$ cat config.mk
export PLATFORM = sky130hd
export DESIGN_NAME = sd_pulse_gen
export DESIGN_NICKNAME = d
export VERILOG_FILES = /design/src/rtl/sd_pkg.sv /design/src/rtl/sd_rst_sync.sv /design/src/rtl/sd_cfg_regs.sv /design/src/rtl/sd_prescaler.sv /design/src/rtl/sd_accum.sv /design/src/rtl/sd_pulse_gen.sv
export SDC_FILE = /design/constraint.sdc
export NUM_CORES = 1
export LEC_CHECK = 0
export BUFFER_PORTS_ARGS = -buffer_cell sky130_fd_sc_hd__buf_2
export CORE_MARGIN = 3
export CORE_UTILIZATION = 53
export CTS_CLUSTER_DIAMETER = 100
export DETAILED_ROUTE_END_ITERATION = 7
export PLACE_DENSITY = 0.68
export SKIP_CTS_REPAIR_TIMING = 1
export SLEW_MARGIN = 10
export SYNTH_ARGS = -nofsm -noshare
export SYNTH_HDL_FRONTEND = slang
export SYNTH_SLANG_ARGS = --single-unit
$ cat constraint.sdc
create_clock -name clk_i -period 3.8 [get_ports clk_i]
set_input_delay 0.76 -clock clk_i [delete_from_list [all_inputs] [get_ports clk_i]]
set_output_delay 0.76 -clock clk_i [all_outputs]
set_load 0.1 [all_outputs]
$ cat src/rtl/sd_pkg.sv
package sd_pkg;
  localparam int unsigned DATA_W = 8;

  typedef enum logic {
    SEL_DUTY = 1'b0,
    SEL_DIV  = 1'b1
  } wsel_e;
endpackage

$ cat src/rtl/sd_rst_sync.sv
module sd_rst_sync (
  input  logic clk_i,
  input  logic rst_ni,
  output logic rst_no
);
  logic [1:0] sync_q;

  always_ff @(posedge clk_i or negedge rst_ni) begin
    if (!rst_ni) sync_q <= 2'b00;
    else         sync_q <= {sync_q[0], 1'b1};
  end

  assign rst_no = sync_q[1];
endmodule

$ cat src/rtl/sd_cfg_regs.sv
module sd_cfg_regs #(
  parameter int unsigned DUTY_W = 8,
  parameter int unsigned DIV_W  = 8,
  localparam int unsigned WD_W  = (DUTY_W > DIV_W) ? DUTY_W : DIV_W
) (
  input  logic              clk_i,
  input  logic              rst_ni,
  input  logic              en_i,
  input  logic              tick_i,
  input  logic              we_i,
  input  logic              wsel_i,
  input  logic [WD_W-1:0]   wdata_i,
  output logic [DUTY_W-1:0] duty_act_o,
  output logic [DIV_W-1:0]  div_act_o
);
  logic [DUTY_W-1:0] duty_sh_q, duty_sh_d, duty_act_q, duty_act_d;
  logic [DIV_W-1:0]  div_sh_q,  div_sh_d,  div_act_q,  div_act_d;
  logic              load_act;

  assign load_act = !en_i || tick_i;

  always_comb begin
    duty_sh_d  = duty_sh_q;
    div_sh_d   = div_sh_q;
    duty_act_d = duty_act_q;
    div_act_d  = div_act_q;
    if (we_i && (wsel_i == sd_pkg::SEL_DUTY)) duty_sh_d = wdata_i[DUTY_W-1:0];
    if (we_i && (wsel_i == sd_pkg::SEL_DIV))  div_sh_d  = wdata_i[DIV_W-1:0];
    if (load_act) begin
      duty_act_d = duty_sh_q;
      div_act_d  = div_sh_q;
    end
  end

  always_ff @(posedge clk_i or negedge rst_ni) begin
    if (!rst_ni) begin
      duty_sh_q  <= '0;
      div_sh_q   <= '0;
      duty_act_q <= '0;
      div_act_q  <= '0;
    end else begin
      duty_sh_q  <= duty_sh_d;
      div_sh_q   <= div_sh_d;
      duty_act_q <= duty_act_d;
      div_act_q  <= div_act_d;
    end
  end

  assign duty_act_o = duty_act_q;
  assign div_act_o  = div_act_q;

  AST_ACT_HELD_MID_STEP: assert property (@(posedge clk_i) disable iff (!rst_ni)
    (en_i && !tick_i) |=> ($stable(duty_act_q) && $stable(div_act_q)));
endmodule

$ cat src/rtl/sd_prescaler.sv
module sd_prescaler #(
  parameter int unsigned DIV_W = 8
) (
  input  logic             clk_i,
  input  logic             rst_ni,
  input  logic             en_i,
  input  logic             restart_i,
  input  logic [DIV_W-1:0] div_act_i,
  output logic             tick_o
);
  logic [DIV_W-1:0] cnt_q, cnt_d;

  assign tick_o = en_i && (cnt_q == div_act_i);

  always_comb begin
    if (!en_i || tick_o || restart_i) cnt_d = '0;
    else                              cnt_d = cnt_q + 1'b1;
  end

  always_ff @(posedge clk_i or negedge rst_ni) begin
    if (!rst_ni) cnt_q <= '0;
    else         cnt_q <= cnt_d;
  end

  AST_CNT_WITHIN_DIV: assert property (@(posedge clk_i) disable iff (!rst_ni)
    en_i |-> (cnt_q <= div_act_i));
  AST_STEP_RESTARTS: assert property (@(posedge clk_i) disable iff (!rst_ni)
    tick_o |=> (cnt_q == '0));
  AST_DIV_WRITE_RESTARTS: assert property (@(posedge clk_i) disable iff (!rst_ni)
    restart_i |=> (cnt_q == '0));
endmodule

$ cat src/rtl/sd_accum.sv
module sd_accum #(
  parameter int unsigned DUTY_W = 8
) (
  input  logic              clk_i,
  input  logic              rst_ni,
  input  logic              en_i,
  input  logic              tick_i,
  input  logic [DUTY_W-1:0] duty_act_i,
  output logic              pulse_o
);
  logic [DUTY_W-1:0] acc_q, acc_d;
  logic              pulse_q, pulse_d;
  logic [DUTY_W:0]   sum;

  assign sum = {1'b0, acc_q} + {1'b0, duty_act_i};

  always_comb begin
    acc_d   = acc_q;
    pulse_d = pulse_q;
    if (!en_i) begin
      acc_d   = '0;
      pulse_d = 1'b0;
    end else if (tick_i) begin
      acc_d   = sum[DUTY_W-1:0];
      pulse_d = sum[DUTY_W];
    end
  end

  always_ff @(posedge clk_i or negedge rst_ni) begin
    if (!rst_ni) begin
      acc_q   <= '0;
      pulse_q <= 1'b0;
    end else begin
      acc_q   <= acc_d;
      pulse_q <= pulse_d;
    end
  end

  assign pulse_o = pulse_q;

  AST_LOW_WHEN_OFF: assert property (@(posedge clk_i) disable iff (!rst_ni)
    !en_i |=> !pulse_q);
  AST_LEVEL_HELD: assert property (@(posedge clk_i) disable iff (!rst_ni)
    (en_i && !tick_i) |=> ($stable(pulse_q) && $stable(acc_q)));
  AST_ZERO_DUTY_LOW: assert property (@(posedge clk_i) disable iff (!rst_ni)
    (tick_i && (duty_act_i == '0)) |=> !pulse_q);
endmodule

$ cat src/rtl/sd_pulse_gen.sv
module sd_pulse_gen #(
  parameter int unsigned DUTY_W = sd_pkg::DATA_W,
  parameter int unsigned DIV_W  = sd_pkg::DATA_W,
  localparam int unsigned WD_W  = (DUTY_W > DIV_W) ? DUTY_W : DIV_W
) (
  input  logic            clk_i,
  input  logic            rst_ni,
  input  logic            en_i,
  input  logic            we_i,
  input  logic            wsel_i,
  input  logic [WD_W-1:0] wdata_i,
  output logic            pulse_o
);
  logic              rst_n_sync;
  logic              tick;
  logic              div_restart;
  logic [DUTY_W-1:0] duty_act;
  logic [DIV_W-1:0]  div_act;

  assign div_restart = we_i && (wsel_i == sd_pkg::SEL_DIV);

  sd_rst_sync u_rst (
    .clk_i  (clk_i),
    .rst_ni (rst_ni),
    .rst_no (rst_n_sync)
  );

  sd_cfg_regs #(.DUTY_W(DUTY_W), .DIV_W(DIV_W)) u_cfg (
    .clk_i      (clk_i),
    .rst_ni     (rst_n_sync),
    .en_i       (en_i),
    .tick_i     (tick),
    .we_i       (we_i),
    .wsel_i     (wsel_i),
    .wdata_i    (wdata_i),
    .duty_act_o (duty_act),
    .div_act_o  (div_act)
  );

  sd_prescaler #(.DIV_W(DIV_W)) u_div (
    .clk_i     (clk_i),
    .rst_ni    (rst_n_sync),
    .en_i      (en_i),
    .restart_i (div_restart),
    .div_act_i (div_act),
    .tick_o    (tick)
  );

  sd_accum #(.DUTY_W(DUTY_W)) u_acc (
    .clk_i      (clk_i),
    .rst_ni     (rst_n_sync),
    .en_i       (en_i),
    .tick_i     (tick),
    .duty_act_i (duty_act),
    .pulse_o    (pulse_o)
  );

  AST_RESET_LOW: assert property (@(posedge clk_i)
    !rst_n_sync |=> !pulse_o);
endmodule

After elaboration in Yosys (flattened, before gate mapping)
Cells that the tools add are included.
Widths: inputs -> output; s select.
{"block": "totals", "mem_bits_rw": 0, "elab_cells": 24, "inputBits": 13, "mem_count": 0, "ff_bits": 51, "rom_bits": 0, "latch_bits": 0}
{"block": "classes", "add_sub_neg": 2, "mul": 0, "n_reduce_logical": 6, "bitwise_logic": 1, "n_eq_ne": 2, "order_cmp": 0, "mux": 5, "n_shift": 0, "div_mod_pow": 0}
{"cell": "$mux 8", "n": 3}
{"cell": "$add 8x8->9", "n": 1}
{"cell": "$add 8x1->8 const B", "n": 1}
{"cell": "$eq 8x8->1", "n": 1}
{"cell": "$logic_and 1x1->1", "n": 3}
{"cell": "$logic_or 1x1->1", "n": 2}
{"cell": "$mux 1", "n": 2}
{"cell": "$ne 2x1->1 const B", "n": 1}
{"cell": "$logic_not 1->1", "n": 1}
{"cell": "$not 1->1", "n": 1}

Longest topological paths before layout
Gate-level depths: netlist (run 1).
{"block": "logic_depth", "ltp_word": 5, "ltp_mapped": 7, "depth_no_buf": 7}

By module
A second synthesis (run 1) with hierarchy kept.
{"block": "hier_totals", "cells_unflattened": 194, "area_unflattened_um2": 2513.7}
{"mod": "sd_cfg_regs", "area_each_um2": 1258.7, "cells_each": 70, "instances": 1}
{"mod": "sd_accum", "area_each_um2": 723.2, "cells_each": 74, "instances": 1}
{"mod": "sd_prescaler", "area_each_um2": 471.7, "cells_each": 46, "instances": 1}
{"mod": "sd_rst_sync", "area_each_um2": 53.8, "cells_each": 3, "instances": 1}
{"mod": "sd_pulse_gen", "area_each_um2": 6.3, "cells_each": 1, "instances": 1}

Worst setup path before layout (run 1)
OpenSTA, ideal clock, no wires.
{"block": "synth_timing", "kind": "flip-flop to flip-flop", "from": "reg u_cfg.duty_act_q[1] (netlist: u_cfg.duty_act_o[1])", "to": "reg u_acc.acc_q[7]", "path_slack_ps": 1893, "t_required_ps": 3678, "stages_incl_launch_ff": 7, "period_less_slack_ps": 1907, "path_buffers": 0, "t_arrival_ps": 1786, "cell_sequence": "dfrtp_1 -> ha_1 -> a211oi_2 -> nor3_1 -> o31a_1 -> or3_1 -> a32o_1"}
{"block": "synth_between", "elab_chain_cells": 3}
{"item": "start: declaration", "line_no": "sd_cfg_regs.sv:16", "text": "logic [DUTY_W-1:0] duty_sh_q, duty_sh_d, duty_act_q, duty_act_d;"}
{"item": "start signal: assignment", "line_no": "sd_cfg_regs.sv:44", "text": "duty_act_q <= duty_act_d;"}
{"item": "$add 8x8->9", "line_no": "sd_accum.sv:15", "text": "assign sum = {1'b0, acc_q} + {1'b0, duty_act_i};"}
{"item": "$mux 8", "line_no": "sd_accum.sv:23", "text": "end else if (tick_i) begin"}
{"item": "$mux 8", "line_no": "sd_accum.sv:20", "text": "if (!en_i) begin"}
{"item": "end signal: assignment", "line_no": "sd_accum.sv:31", "text": "acc_q <= '0;"}
{"item": "end signal: assignment", "line_no": "sd_accum.sv:34", "text": "acc_q <= acc_d;"}
{"item": "end: declaration", "line_no": "sd_accum.sv:11", "text": "logic [DUTY_W-1:0] acc_q, acc_d;"}
Every way passes these cells. The select of a mux whose other input is x is not followed.
A chain may end at the register's enable or synchronous reset.

Worst setup path in the final report (run 1)
{"block": "layout_timing", "from": "reg u_cfg.duty_act_q[0] (netlist: u_cfg.duty_act_o[0])", "to": "reg u_acc.pulse_q (netlist: u_acc.pulse_o)"}
{"block": "layout_between", "elab_chain_cells": 3}
{"item": "$add 8x8->9", "line_no": "sd_accum.sv:15"}
{"item": "$mux 1", "line_no": "sd_accum.sv:23"}
{"item": "$mux 1", "line_no": "sd_accum.sv:20"}
{"item": "end signal: assignment", "line_no": "sd_accum.sv:35", "text": "pulse_q <= pulse_d;"}
{"item": "end: declaration", "line_no": "sd_accum.sv:12", "text": "logic pulse_q, pulse_d;"}
Every way passes these cells. The select of a mux whose other input is x is not followed.

==> results of run 1 <==
cell usage in the layout, fill, tap and decap left out, types with 2 or more instances in the layout:
master,Yosys,routed
sky130_fd_sc_hd__nand2_1,54,54
sky130_fd_sc_hd__dfrtp_1,51,50
sky130_fd_sc_hd__xor2_1,14,14
sky130_fd_sc_hd__mux2_1,13,13
sky130_fd_sc_hd__buf_2,0,13
sky130_fd_sc_hd__ha_1,9,9
sky130_fd_sc_hd__nor3_1,8,8
sky130_fd_sc_hd__a22o_1,8,8
sky130_fd_sc_hd__clkbuf_8,0,6
sky130_fd_sc_hd__nand3_1,5,5
sky130_fd_sc_hd__xnor2_1,5,5
sky130_fd_sc_hd__a21oi_1,5,5
sky130_fd_sc_hd__and3_1,3,3
sky130_fd_sc_hd__o21ai_0,3,3
sky130_fd_sc_hd__mux2_2,3,3
sky130_fd_sc_hd__nor4_1,2,2
sky130_fd_sc_hd__nor2b_1,2,2
metrics by stage:
stage,util,cell area (um2)
after floorplan,-,2350
after global placement,0.584,2420
after detailed placement,0.584,2420
after CTS,0.606,2510
after global routing,0.606,2510
final,0.606,2510
report_power, final:
group          total [uW]  internal [uW]  leakage (uW)  switching (uW)
clock                 316            147     0.0000482             169
combinational         163           80.1      0.000570            83.3
sequential            656            605      0.000654            50.9
final timing paths:
kind	to	slack (ps)	cells past startpoint
worst min register to register	u_rst.sync_q[1]	370	0
min in group clk_i	u_rst.sync_q[1]	370	0
worst max-delay path	u_acc.pulse_o	1650	7
max in group asynchronous	u_acc.acc_q[6]	2720	0
worst min-delay path	u_rst.sync_q[1]	220	1
worst max register to register	u_acc.pulse_o	1650	7
worst max-delay path, cell delays in order, from the launching register on:
cell	delay (ps)
sky130_fd_sc_hd__dfrtp_1	390
sky130_fd_sc_hd__ha_1	260
sky130_fd_sc_hd__fa_1	410
sky130_fd_sc_hd__a21oi_1	260
sky130_fd_sc_hd__o211ai_1	150
sky130_fd_sc_hd__a21oi_1	250
sky130_fd_sc_hd__o21ai_0	120
sky130_fd_sc_hd__a22o_1	200
sequential cells by signal, indices dropped and copies added (netlist names):
signal	cells
u_acc.acc_q	8
u_acc.pulse_o	1
u_cfg.div_act_o	8
u_cfg.div_sh_q	8
u_cfg.duty_act_o	8
u_cfg.duty_sh_q	8
u_div.cnt_q	8
u_rst.sync_q	2
routing by layer:
| metal | up-vias | track usage | share of wire |
|---|---|---|---|
| li1 | 738 | - | - |
| met4 | 0 | 0.0697 | 0.010 |
| met5 | - | 0 | 0 |
| met3 | 6 | 0.0344 | 0.041 |
| met1 | 736 | 0.255 | 0.49 |
| met2 | 22 | 0.264 | 0.46 |
cells by family (layout without fill, tap and decap cells):
| family | Yosys count | after routing | synth area share |
|---|---|---|---|
| multiplexers | 16 | 16 | 0.0766 |
| XOR/XNOR | 19 | 19 | 0.0708 |
| flip-flops | 51 | 51 | 0.543 |
| adder cells (fa/ha/maj) | 10 | 10 | 0.0564 |
| other | 1 | 1 | 0.00160 |
| AO/OA/AOI/OAI | 23 | 23 | 0.0729 |
| AND/OR/NAND/NOR | 81 | 81 | 0.152 |
| buffers and inverters | 9 | 22 | 0.0271 |
layout make-up:
type                    count  area, um2  area share
flip-flops and latches     51       1280       0.509
clock buffers               7       86.3      0.0344
clock inverters             1       5.00     0.00199
repair buffers             13       65.1      0.0259
inverters                   1       3.75     0.00149
well taps                  50       62.6      0.0249
multi-input cells         150       1010       0.403
==> insert_results.sql, run 1 <==
INSERT INTO impl_metrics (metric_group, metric, value, unit) VALUES
('floorplan', 'row_count', '23', ''),
('floorplan', 'top_level_ports', '14', ''),
('clock_network', 'clock_insertion_delay_worst_skew', '300', 'ps'),
('placed_design', 'preCtsSetupSlack', '1690', 'ps'),
('clock_network', 'cts_inserted_buffers', '5', ''),
('yosys', 'ys.warnings.count', '0', ''),
('yosys', 'post-synth-top-count-cell', 'sky130_fd_sc_hd__nand2_1', ''),
('routing', 'postRouteAntennaNets', '0', ''),
('timing', 'hold_violations', '0', ''),
('timing', 'final.setup.worst_slack', '1650', 'ps'),
('routing', 'drcViolationCount', '0', ''),
('placed_design', 'portBuffers', '13', ''),
('global_routing', 'grt_pass1_vias', '1566', ''),
('floorplan', 'floorplan.initialDensity', '0.567', ''),
('global_routing', 'grt.overflow.total', '0', ''),
('yosys', 'proportion_of_synthesized_flip_flops_having_asynchronous_set_or_reset', '1.00', ''),
('routing', 'drt_pass1_iterations', '4', ''),
('placed_design', 'dpl.cell_count', '265', ''),
('yosys', 'synth.cell_area', '0.00235', 'mm2'),
('critical_path', 'startpoint', 'u_cfg.duty_act_o[0]', ''),
('yosys', 'post_synthesis_cell_count', '210', ''),
('routing', 'route.detailed.vias_per_inst', '5.50', ''),
('placed_design', 'final_weighted_congestion_of_routability_driven_global_placement', '0.746', ''),
('yosys', 'synth.net_count', '233', ''),
('timing', 'fin_hold_ws', '222', 'ps'),
('critical_path', 'timing.critical_path.fanout_max', '3', ''),
('critical_path', 'crit_path_end_kind', 'flip-flop', ''),
('job', 'drv.max_cap_violation_count', '0', ''),
('timing', 'fmax', '466', 'MHz'),
('yosys', 'synth_flop_cell', 'sky130_fd_sc_hd__dfrtp_1', ''),
('timing', 'unrepaired_setup_endpoints_after_global_routing', 'false', ''),
('final_layout', 'drive_gt1_frac', '0.126', ''),
('clock_network', 'clk_transition_reported_paths', '80', 'ps'),
('routing', 'detailroute.via_count', '1502', ''),
('hold_path', 'timing.hold.worst.class', 'in -> async', ''),
('timing', 'setup_violation_total_in_the_final_timing_report', '0', ''),
('clock_network', 'cts-htree-levels', '2', ''),
('yosys', 'ys_top_cells_by_area', 'sky130_fd_sc_hd__dfrtp_1 54%, sky130_fd_sc_hd__nand2_1 8.6%, sky130_fd_sc_hd__mux2_1 6.2%', ''),
('floorplan', 'die_footprint', '0.00527', 'mm2'),
('timing', 'report.final.slew_viol_count', '0', ''),
('outcome', 'outcome', 'finished clean', ''),
('final_layout', 'layout-area-overhead-vs-synth', '6.81', '%'),
('yosys', 'post_synthesis_average_cell_area', '11.2', 'um2'),
('routing', 'route.detailed.wl_per_inst', '15.0', 'um'),
('critical_path', 'timing.critical_path.from_type', 'flip-flop', ''),
('timing', 'worst-slew-pin-transition', '1020', 'ps'),
('global_routing', 'track_usage', '0.177', ''),
('timing', 'setup_tns', '0', 'ps'),
('floorplan', 'coreArea', '0.00414', 'mm2'),
('yosys', 'yosys.cell_types.count', '34', ''),
('critical_path', 'worst_reg2reg_path_startpoint', 'u_cfg.duty_act_o[0]', ''),
('clock_network', 'cts_buffer_depth', '2', ''),
('routing', 'routed_wirelength', '4090', 'um'),
('yosys', 'yosysSeqAreaShare', '0.543', ''),
('global_routing', 'pin_count_of_the_biggest_net_entering_global_routing', '50', ''),
('yosys', 'synth.top_cells.by_count', '54 x sky130_fd_sc_hd__nand2_1, 51 x sky130_fd_sc_hd__dfrtp_1, 14 x sky130_fd_sc_hd__xor2_1, 13 x sky130_fd_sc_hd__mux2_1, 9 x sky130_fd_sc_hd__ha_1', ''),
('timing', 'min_period_over_period', '0.565', ''),
('yosys', 'library_cell_with_the_largest_summed_area_after_synthesis', 'sky130_fd_sc_hd__dfrtp_1', ''),
('timing', 'slew_headroom', '0.321', ''),
('critical_path', 'criticalPathCategory', 'reg -> reg', ''),
('pwr', 'design_power_total', '1140', 'uW'),
('global_routing', 'grt_pass1_wl', '7190', 'um'),
('clock_network', 'root_buffer', 'sky130_fd_sc_hd__clkbuf_8', ''),
('clock_network', 'cts_tree', 'done', ''),
('floorplan', 'floorplan.die.width', '72.6', 'um'),
('timing', 'finClkSkew', '6.80', 'ps'),
('global_routing', 'grt_antenna_before_repair', '0', ''),
('pwr', 'ir_worst_vdd', '0.287', 'mV'),
('yosys', 'netlist.area_leader.share', '0.543', ''),
('routing', 'drtIter0Drc', '71', ''),
('critical_path', 'timing.critical_path.arrival', '2340', 'ps');
Power figures use the tool's default switching activity.
==> run 2: changes to the inputs <==
--- a/config.mk
+++ b/config.mk
@@ -10,7 +10,7 @@
 export CORE_UTILIZATION = 53
 export CTS_CLUSTER_DIAMETER = 100
 export DETAILED_ROUTE_END_ITERATION = 7
-export PLACE_DENSITY = 0.68
+export PLACE_DENSITY = 0.71
 export SKIP_CTS_REPAIR_TIMING = 1
 export SLEW_MARGIN = 10
 export SYNTH_ARGS = -nofsm -noshare
==> constraint.sdc (replaced) <==
create_clock -name clk_i -period 1.9 [get_ports clk_i]
set_input_delay 0.38 -clock clk_i [delete_from_list [all_inputs] [get_ports clk_i]]
set_output_delay 0.38 -clock clk_i [all_outputs]
set_load 0.1 [all_outputs]
==> run 2 against run 1 <==
  * The flow now finishes with violations (setup timing)
  * First-iteration DRC count decreased by 34%
  * Via count increased by 5.1%
  * Clock-buffer cell count fell by 2
  * Global-route usage increased by 0.42 points
  * Total power rose by 110%
  * Final area up 8.4%
  * Clock power up 93%
  * Clock skew up 1.0 ps
  * Setup slack worse by 1700 ps
  * Sequential power is 98% higher
  * Critical path type unchanged
==> insert_results.sql, run 2 (synthesized netlist as in run 1, its figures left out) <==
INSERT INTO impl_metrics (metric_group, metric, value, unit) VALUES
('global_routing', 'grt_pass1_wl', '7360', 'um'),
('critical_path', 'timing.critical_path.fanout_max', '2', ''),
('final_layout', 'layout-area-overhead-vs-synth', '15.8', '%'),
('global_routing', 'grt.overflow.total', '0', ''),
('final_layout', 'mostFrequentLayoutCells', '54 x sky130_fd_sc_hd__nand2_1, 49 x sky130_fd_sc_hd__dfrtp_1, 14 x sky130_fd_sc_hd__xor2_1', ''),
('critical_path', 'timing.critical_path.from_type', 'flip-flop', ''),
('timing', 'unrepaired_setup_endpoints_after_global_routing', 'true', ''),
('job', 'drv.max_cap_violation_count', '0', ''),
('global_routing', 'track_usage', '0.181', ''),
('timing', 'final.setup.worst_slack', '-18.5', 'ps'),
('routing', 'drtIter0Drc', '47', ''),
('timing', 'finClkSkew', '7.84', 'ps'),
('placed_design', 'portBuffers', '13', ''),
('global_routing', 'grt_antenna_before_repair', '0', ''),
('clock_network', 'cts-htree-levels', '2', ''),
('clock_network', 'cts_inserted_buffers', '5', ''),
('timing', 'slew_headroom', '0.599', ''),
('outcome', 'violations', 'setup timing', ''),
('pwr', 'powerDensity', '864', 'mW/mm2'),
('clock_network', 'clock_insertion_delay_worst_skew', '300', 'ps'),
('floorplan', 'coreArea', '0.00414', 'mm2'),
('timing', 'worst-slew-pin-transition', '602', 'ps'),
('routing', 'postRouteAntennaNets', '0', ''),
('timing', 'setup_violation_total_in_the_final_timing_report', '1', ''),
('clock_network', 'clk_transition_reported_paths', '90', 'ps'),
('global_routing', 'grt_pass1_vias', '1649', ''),
('timing', 'setup_tns', '-18.5', 'ps'),
('timing', 'fmax', '521', 'MHz'),
('critical_path', 'crit_path_end_kind', 'flip-flop', ''),
('clock_network', 'root_buffer', 'sky130_fd_sc_hd__clkbuf_8', ''),
('clock_network', 'cts_tree', 'done', ''),
('hold_path', 'timing.hold.worst.class', 'in -> reg', ''),
('routing', 'route.detailed.vias_per_inst', '5.48', ''),
('routing', 'drt_pass1_iterations', '4', ''),
('timing', 'finalCriticalPeriod', '1920', 'ps'),
('final_layout', 'mostFrequentLayoutCell', 'sky130_fd_sc_hd__nand2_1', ''),
('floorplan', 'floorplan.die.width', '72.6', 'um'),
('floorplan', 'top_level_ports', '14', ''),
('clock_network', 'cts_buffer_depth', '2', ''),
('placed_design', 'final_weighted_congestion_of_routability_driven_global_placement', '0.830', ''),
('outcome', 'outcome', 'complete, but fails checks', ''),
('placed_design', 'post-dp-hpwl', '3130', 'um'),
('floorplan', 'row_count', '23', ''),
('routing', 'route.detailed.wl_per_inst', '14.9', 'um'),
('final_layout', 'n_fill_cell', '343', ''),
('timing', 'min_period_over_period', '1.01', ''),
('critical_path', 'criticalPathCategory', 'reg -> reg', ''),
('floorplan', 'die_h', '72.6', 'um'),
('timing', 'report.final.slew_viol_count', '0', ''),
('global_routing', 'pin_count_of_the_biggest_net_entering_global_routing', '50', ''),
('pwr', 'ir_worst_vdd', '0.532', 'mV'),
('floorplan', 'floorplan.initialDensity', '0.567', ''),
('critical_path', 'timing.critical_path.arrival', '2120', 'ps'),
('timing', 'hold_violations', '0', ''),
('final_layout', 'insertedDiodeCount', '0', ''),
('final_layout', 'layout.cells.non_filler', '288', ''),
('routing', 'detailroute.via_count', '1578', ''),
('final_layout', 'drive_gt1_frac', '0.227', ''),
('pwr', 'leakage', '0.00134', 'uW'),
('floorplan', 'die_footprint', '0.00527', 'mm2'),
('routing', 'routed_wirelength', '4300', 'um'),
('final_layout', 'finish.net_count', '260', ''),
('clock_network', 'cts.sinks', '51', ''),
('routing', 'drcViolationCount', '0', ''),
('placed_design', 'dpl.cell_count', '275', ''),
('critical_path', 'cp.required', '2100', 'ps');
-- run 2: changes by cell type in the layout (fill, tap and decap cells not counted), sizes merged --
cell	delta
dlygate4sd3	+1
clkbuf	-2
buf	+14
clkinvlp	+2
-- run 2: per-layer routing --
metal | track usage | up-vias | wire length [um]
met5 | 0 | - | 0
met4 | 0.0574 | 0 | 59
met3 | 0.0579 | 8 | 152
met2 | 0.278 | 22 | 2120
met1 | 0.245 | 787 | 1970
li1 | - | 761 | -
-- run 2: layout make-up --
| class | instances | area [um2] | area share |
|---|---|---|---|
| clock buffer | 5 | 68.8 | 0.0253 |
| sequential | 51 | 1280 | 0.470 |
| inverter | 1 | 3.75 | 0.00138 |
| multi-input combinational | 150 | 1090 | 0.401 |
| clock inverter | 3 | 20.0 | 0.00735 |
| timing repair buffer | 28 | 196 | 0.0722 |
| tap | 50 | 62.6 | 0.0230 |
-- run 2: critical path, stage by stage, from the launching register on --
cell	delay [ps]
sky130_fd_sc_hd__dfrtp_1	430
sky130_fd_sc_hd__ha_4	190
sky130_fd_sc_hd__buf_6	120
sky130_fd_sc_hd__a211oi_4	240
sky130_fd_sc_hd__nor3_2	50
sky130_fd_sc_hd__o31a_1	240
sky130_fd_sc_hd__or3_1	300
sky130_fd_sc_hd__a32o_1	240
-- run 2: through the flow --
step	power, uW	setup WS, ps	hold WS, ps	util	cell area, um2
after CTS	2320	-160	-170	0.627	2600
after detailed placement	1710	-138	167	0.605	2510
final	2350	-18.5	279	0.657	2720
after global placement	1680	-41.5	165	0.605	2510
after global routing	2490	-102	270	0.657	2720
after floorplan	1580	13.0	84.4	-	2350
-- run 2: final timing paths --
path	slack, ps	startpoint	endpoint	cells after the start
max	-20	u_acc.acc_q[0]	u_acc.acc_q[7]	7
min	280	wdata_i[7]	u_cfg.div_sh_q[7]	3
max reg2reg	-20	u_acc.acc_q[0]	u_acc.acc_q[7]	7
min reg2reg	360	u_rst.sync_q[0]	u_rst.sync_q[1]	0
max in group asynchronous	1110	u_rst.sync_q[1]	u_div.cnt_q[1]	1
min in group asynchronous	370	u_rst.sync_q[1]	u_cfg.div_sh_q[3]	1
-- run 2: power breakdown --
| part | switching [uW] | leakage (uW) | total (uW) | internal [uW] |
|---|---|---|---|---|
| Sequential | 85.2 | 0.000653 | 1300 | 1210 |
| Combinational | 224 | 0.000651 | 446 | 222 |
| Clock | 354 | 0.0000402 | 611 | 257 |
==> run 3: changes to the inputs <==
--- a/config.mk
+++ b/config.mk
@@ -10,6 +10,7 @@
 export CORE_UTILIZATION = 53
 export CTS_CLUSTER_DIAMETER = 100
 export DETAILED_ROUTE_END_ITERATION = 7
+export MAX_ROUTING_LAYER = met4
 export PLACE_DENSITY = 0.71
 export SKIP_CTS_REPAIR_TIMING = 1
 export SLEW_MARGIN = 10
==> run 3 against run 2 <==
  * The flow still finishes with violations (setup timing)
  * Clock skew rose by 0.97 ps
  * Clock power barely moved
  * Sequential power about the same
  * Cell count unchanged
  * Setup slack worse by 8.8 ps
  * Non-clock buffer count unchanged
  * Combinational power about the same
  * Register-to-register slack about the same
  * Critical endpoint unchanged
  * Highest routed layer unchanged
==> insert_results.sql, run 3 (synthesized netlist as in run 1, its figures left out) <==
INSERT INTO impl_metrics (metric_group, metric, value, unit) VALUES
('floorplan', 'floorplan.die.width', '72.6', 'um'),
('critical_path', 'setup.worst_path.end', 'u_acc.acc_q[7]', ''),
('placed_design', 'dpl.cell_count', '275', ''),
('routing', 'postRouteAntennaNets', '0', ''),
('global_routing', 'grt_pass1_vias', '1648', ''),
('routing', 'detailroute.via_count', '1589', ''),
('critical_path', 'setup.reg_to_reg.worst_slack', '-30', 'ps'),
('critical_path', 'cp.required', '2100', 'ps'),
('pwr', 'powerDensity', '864', 'mW/mm2'),
('hold_path', 'worst_hold_startpoint', 'wdata_i[7]', ''),
('timing', 'final.setup.worst_slack', '-27.2', 'ps'),
('final_layout', 'n_fill_cell', '343', ''),
('routing', 'drcViolationCount', '0', ''),
('timing', 'finClkSkew', '8.81', 'ps'),
('outcome', 'outcome', 'complete, but fails checks', ''),
('final_layout', 'layout.cells.non_filler', '288', ''),
('floorplan', 'floorplan.initialDensity', '0.567', ''),
('placed_design', 'dpl-instance-area', '0.00251', 'mm2'),
('global_routing', 'track_usage', '0.186', ''),
('critical_path', 'regToRegEndpoint', 'u_acc.acc_q[7]', ''),
('critical_path', 'crit_path_end_kind', 'flip-flop', ''),
('timing', 'min_period_over_period', '1.01', ''),
('global_routing', 'grt.overflow.total', '0', ''),
('timing', 'worst-slew-pin-transition', '612', 'ps'),
('timing', 'fmax', '519', 'MHz'),
('global_routing', 'grt_pass1_wl', '7370', 'um'),
('timing', 'hold_violations', '0', ''),
('timing', 'slew_headroom', '0.592', ''),
('timing', 'report.final.slew_viol_count', '0', ''),
('global_routing', 'grt_antenna_before_repair', '0', ''),
('final_layout', 'mostFrequentLayoutCells', '54 x sky130_fd_sc_hd__nand2_1, 49 x sky130_fd_sc_hd__dfrtp_1, 14 x sky130_fd_sc_hd__xor2_1', ''),
('global_routing', 'pin_count_of_the_biggest_net_entering_global_routing', '50', ''),
('clock_network', 'cts_inserted_buffers', '5', ''),
('floorplan', 'die_h', '72.6', 'um'),
('placed_design', 'portBuffers', '13', ''),
('final_layout', 'final_cell_area', '0.00272', 'mm2'),
('routing', 'route.detailed.vias_per_inst', '5.52', ''),
('critical_path', 'timing.critical_path.fanout_max', '2', ''),
('pwr', 'leakage', '0.00134', 'uW'),
('placed_design', 'final_weighted_congestion_of_routability_driven_global_placement', '0.843', ''),
('clock_network', 'cts.sinks', '51', ''),
('floorplan', 'row_count', '23', ''),
('placed_design', 'post-dp-hpwl', '3130', 'um'),
('critical_path', 'timing.critical_path.arrival', '2120', 'ps'),
('timing', 'finalCriticalPeriod', '1930', 'ps'),
('clock_network', 'root_buffer', 'sky130_fd_sc_hd__clkbuf_8', ''),
('timing', 'setup_violation_total_in_the_final_timing_report', '1', ''),
('critical_path', 'startpoint', 'u_acc.acc_q[0]', ''),
('clock_network', 'cts_buffer_depth', '2', ''),
('floorplan', 'coreArea', '0.00414', 'mm2'),
('critical_path', 'timing.critical_path.from_type', 'flip-flop', ''),
('outcome', 'violations', 'setup timing', ''),
('hold_path', 'whs_path_depth', '3', ''),
('critical_path', 'worst_r2r_path_depth', '7', ''),
('clock_network', 'cts_tree', 'done', ''),
('timing', 'setup_tns', '-27.2', 'ps'),
('critical_path', 'criticalPathCategory', 'reg -> reg', ''),
('final_layout', 'finish.net_count', '260', ''),
('placed_design', 'preCtsSetupSlack', '-138', 'ps'),
('routing', 'drtIter0Drc', '44', ''),
('floorplan', 'top_level_ports', '14', ''),
('routing', 'drt_pass1_iterations', '4', ''),
('critical_path', 'worst_reg2reg_path_startpoint', 'u_acc.acc_q[0]', ''),
('pwr', 'ir_worst_vdd', '0.533', 'mV'),
('clock_network', 'clk_transition_reported_paths', '90', 'ps'),
('job', 'drv.max_cap_violation_count', '0', ''),
('clock_network', 'clock_insertion_delay_worst_skew', '300', 'ps'),
('timing', 'unrepaired_setup_endpoints_after_global_routing', 'true', ''),
('routing', 'routed_wirelength', '4300', 'um'),
('final_layout', 'drive_gt1_frac', '0.227', ''),
('final_layout', 'layout-area-overhead-vs-synth', '15.8', '%'),
('final_layout', 'mostFrequentLayoutCell', 'sky130_fd_sc_hd__nand2_1', ''),
('hold_path', 'timing.hold.worst.class', 'in -> reg', ''),
('final_layout', 'insertedDiodeCount', '0', ''),
('routing', 'route.detailed.wl_per_inst', '14.9', 'um'),
('timing', 'fin_hold_ws', '278', 'ps'),
('floorplan', 'die_footprint', '0.00527', 'mm2'),
('clock_network', 'cts-htree-levels', '2', '');
[run 3: cell counts in the layout (fill, tap and decap cells not counted)]
No cell type changed its count.
[run 3: through the flow]
step | utilization | total power, uW
3_5_place_dp | 0.605 | 1710
5_1_grt | 0.657 | 2490
3_3_place_gp | 0.605 | 1680
4_1_cts | 0.627 | 2320
2_1_floorplan | - | 1580
6_report | 0.657 | 2350
[run 3: metal layers]
layer,wire length (um),part of all wire,global-route usage,vias to the layer above
met4,59,0.014,0.0574,0
met1,2000,0.47,0.247,795
met5,0,0,-,-
met2,2090,0.49,0.277,24
li1,-,-,-,762
met3,149,0.035,0.0565,8
[run 3: layout make-up]
type	count	area (um2)	area share
clock buffers	5	68.8	0.0253
clock inverters	3	20.0	0.00735
inverters	1	3.75	0.00138
multi-input cells	150	1090	0.401
flip-flops and latches	51	1280	0.470
well taps	50	62.6	0.0230
repair buffers	28	196	0.0722
[run 3: worst max-delay path, stage by stage (launching register included)]
cell                       delay, ps
sky130_fd_sc_hd__dfrtp_1         430
sky130_fd_sc_hd__ha_4            190
sky130_fd_sc_hd__buf_6           120
sky130_fd_sc_hd__a211oi_4        240
sky130_fd_sc_hd__nor3_2           50
sky130_fd_sc_hd__o31a_1          240
sky130_fd_sc_hd__or3_1           300
sky130_fd_sc_hd__a32o_1          240
[run 3: power by group]
group          internal (uW)  switching, uW  leakage, uW  total (uW)
combinational            222            223     0.000651         445
clock                    257            354    0.0000402         611
sequential              1210           85.6     0.000653        1300
total                   1690            663      0.00134        2350
[run 3: how the worst min path moves through the flow]
stage                                    end  slack, ps
after floorplan              u_rst.sync_q[0]         80
after global placement       u_rst.sync_q[0]        170
after detailed placement     u_rst.sync_q[0]        170
after CTS                    u_rst.sync_q[1]       -170
after global routing      u_cfg.duty_sh_q[4]        270
final                      u_cfg.div_sh_q[7]        280
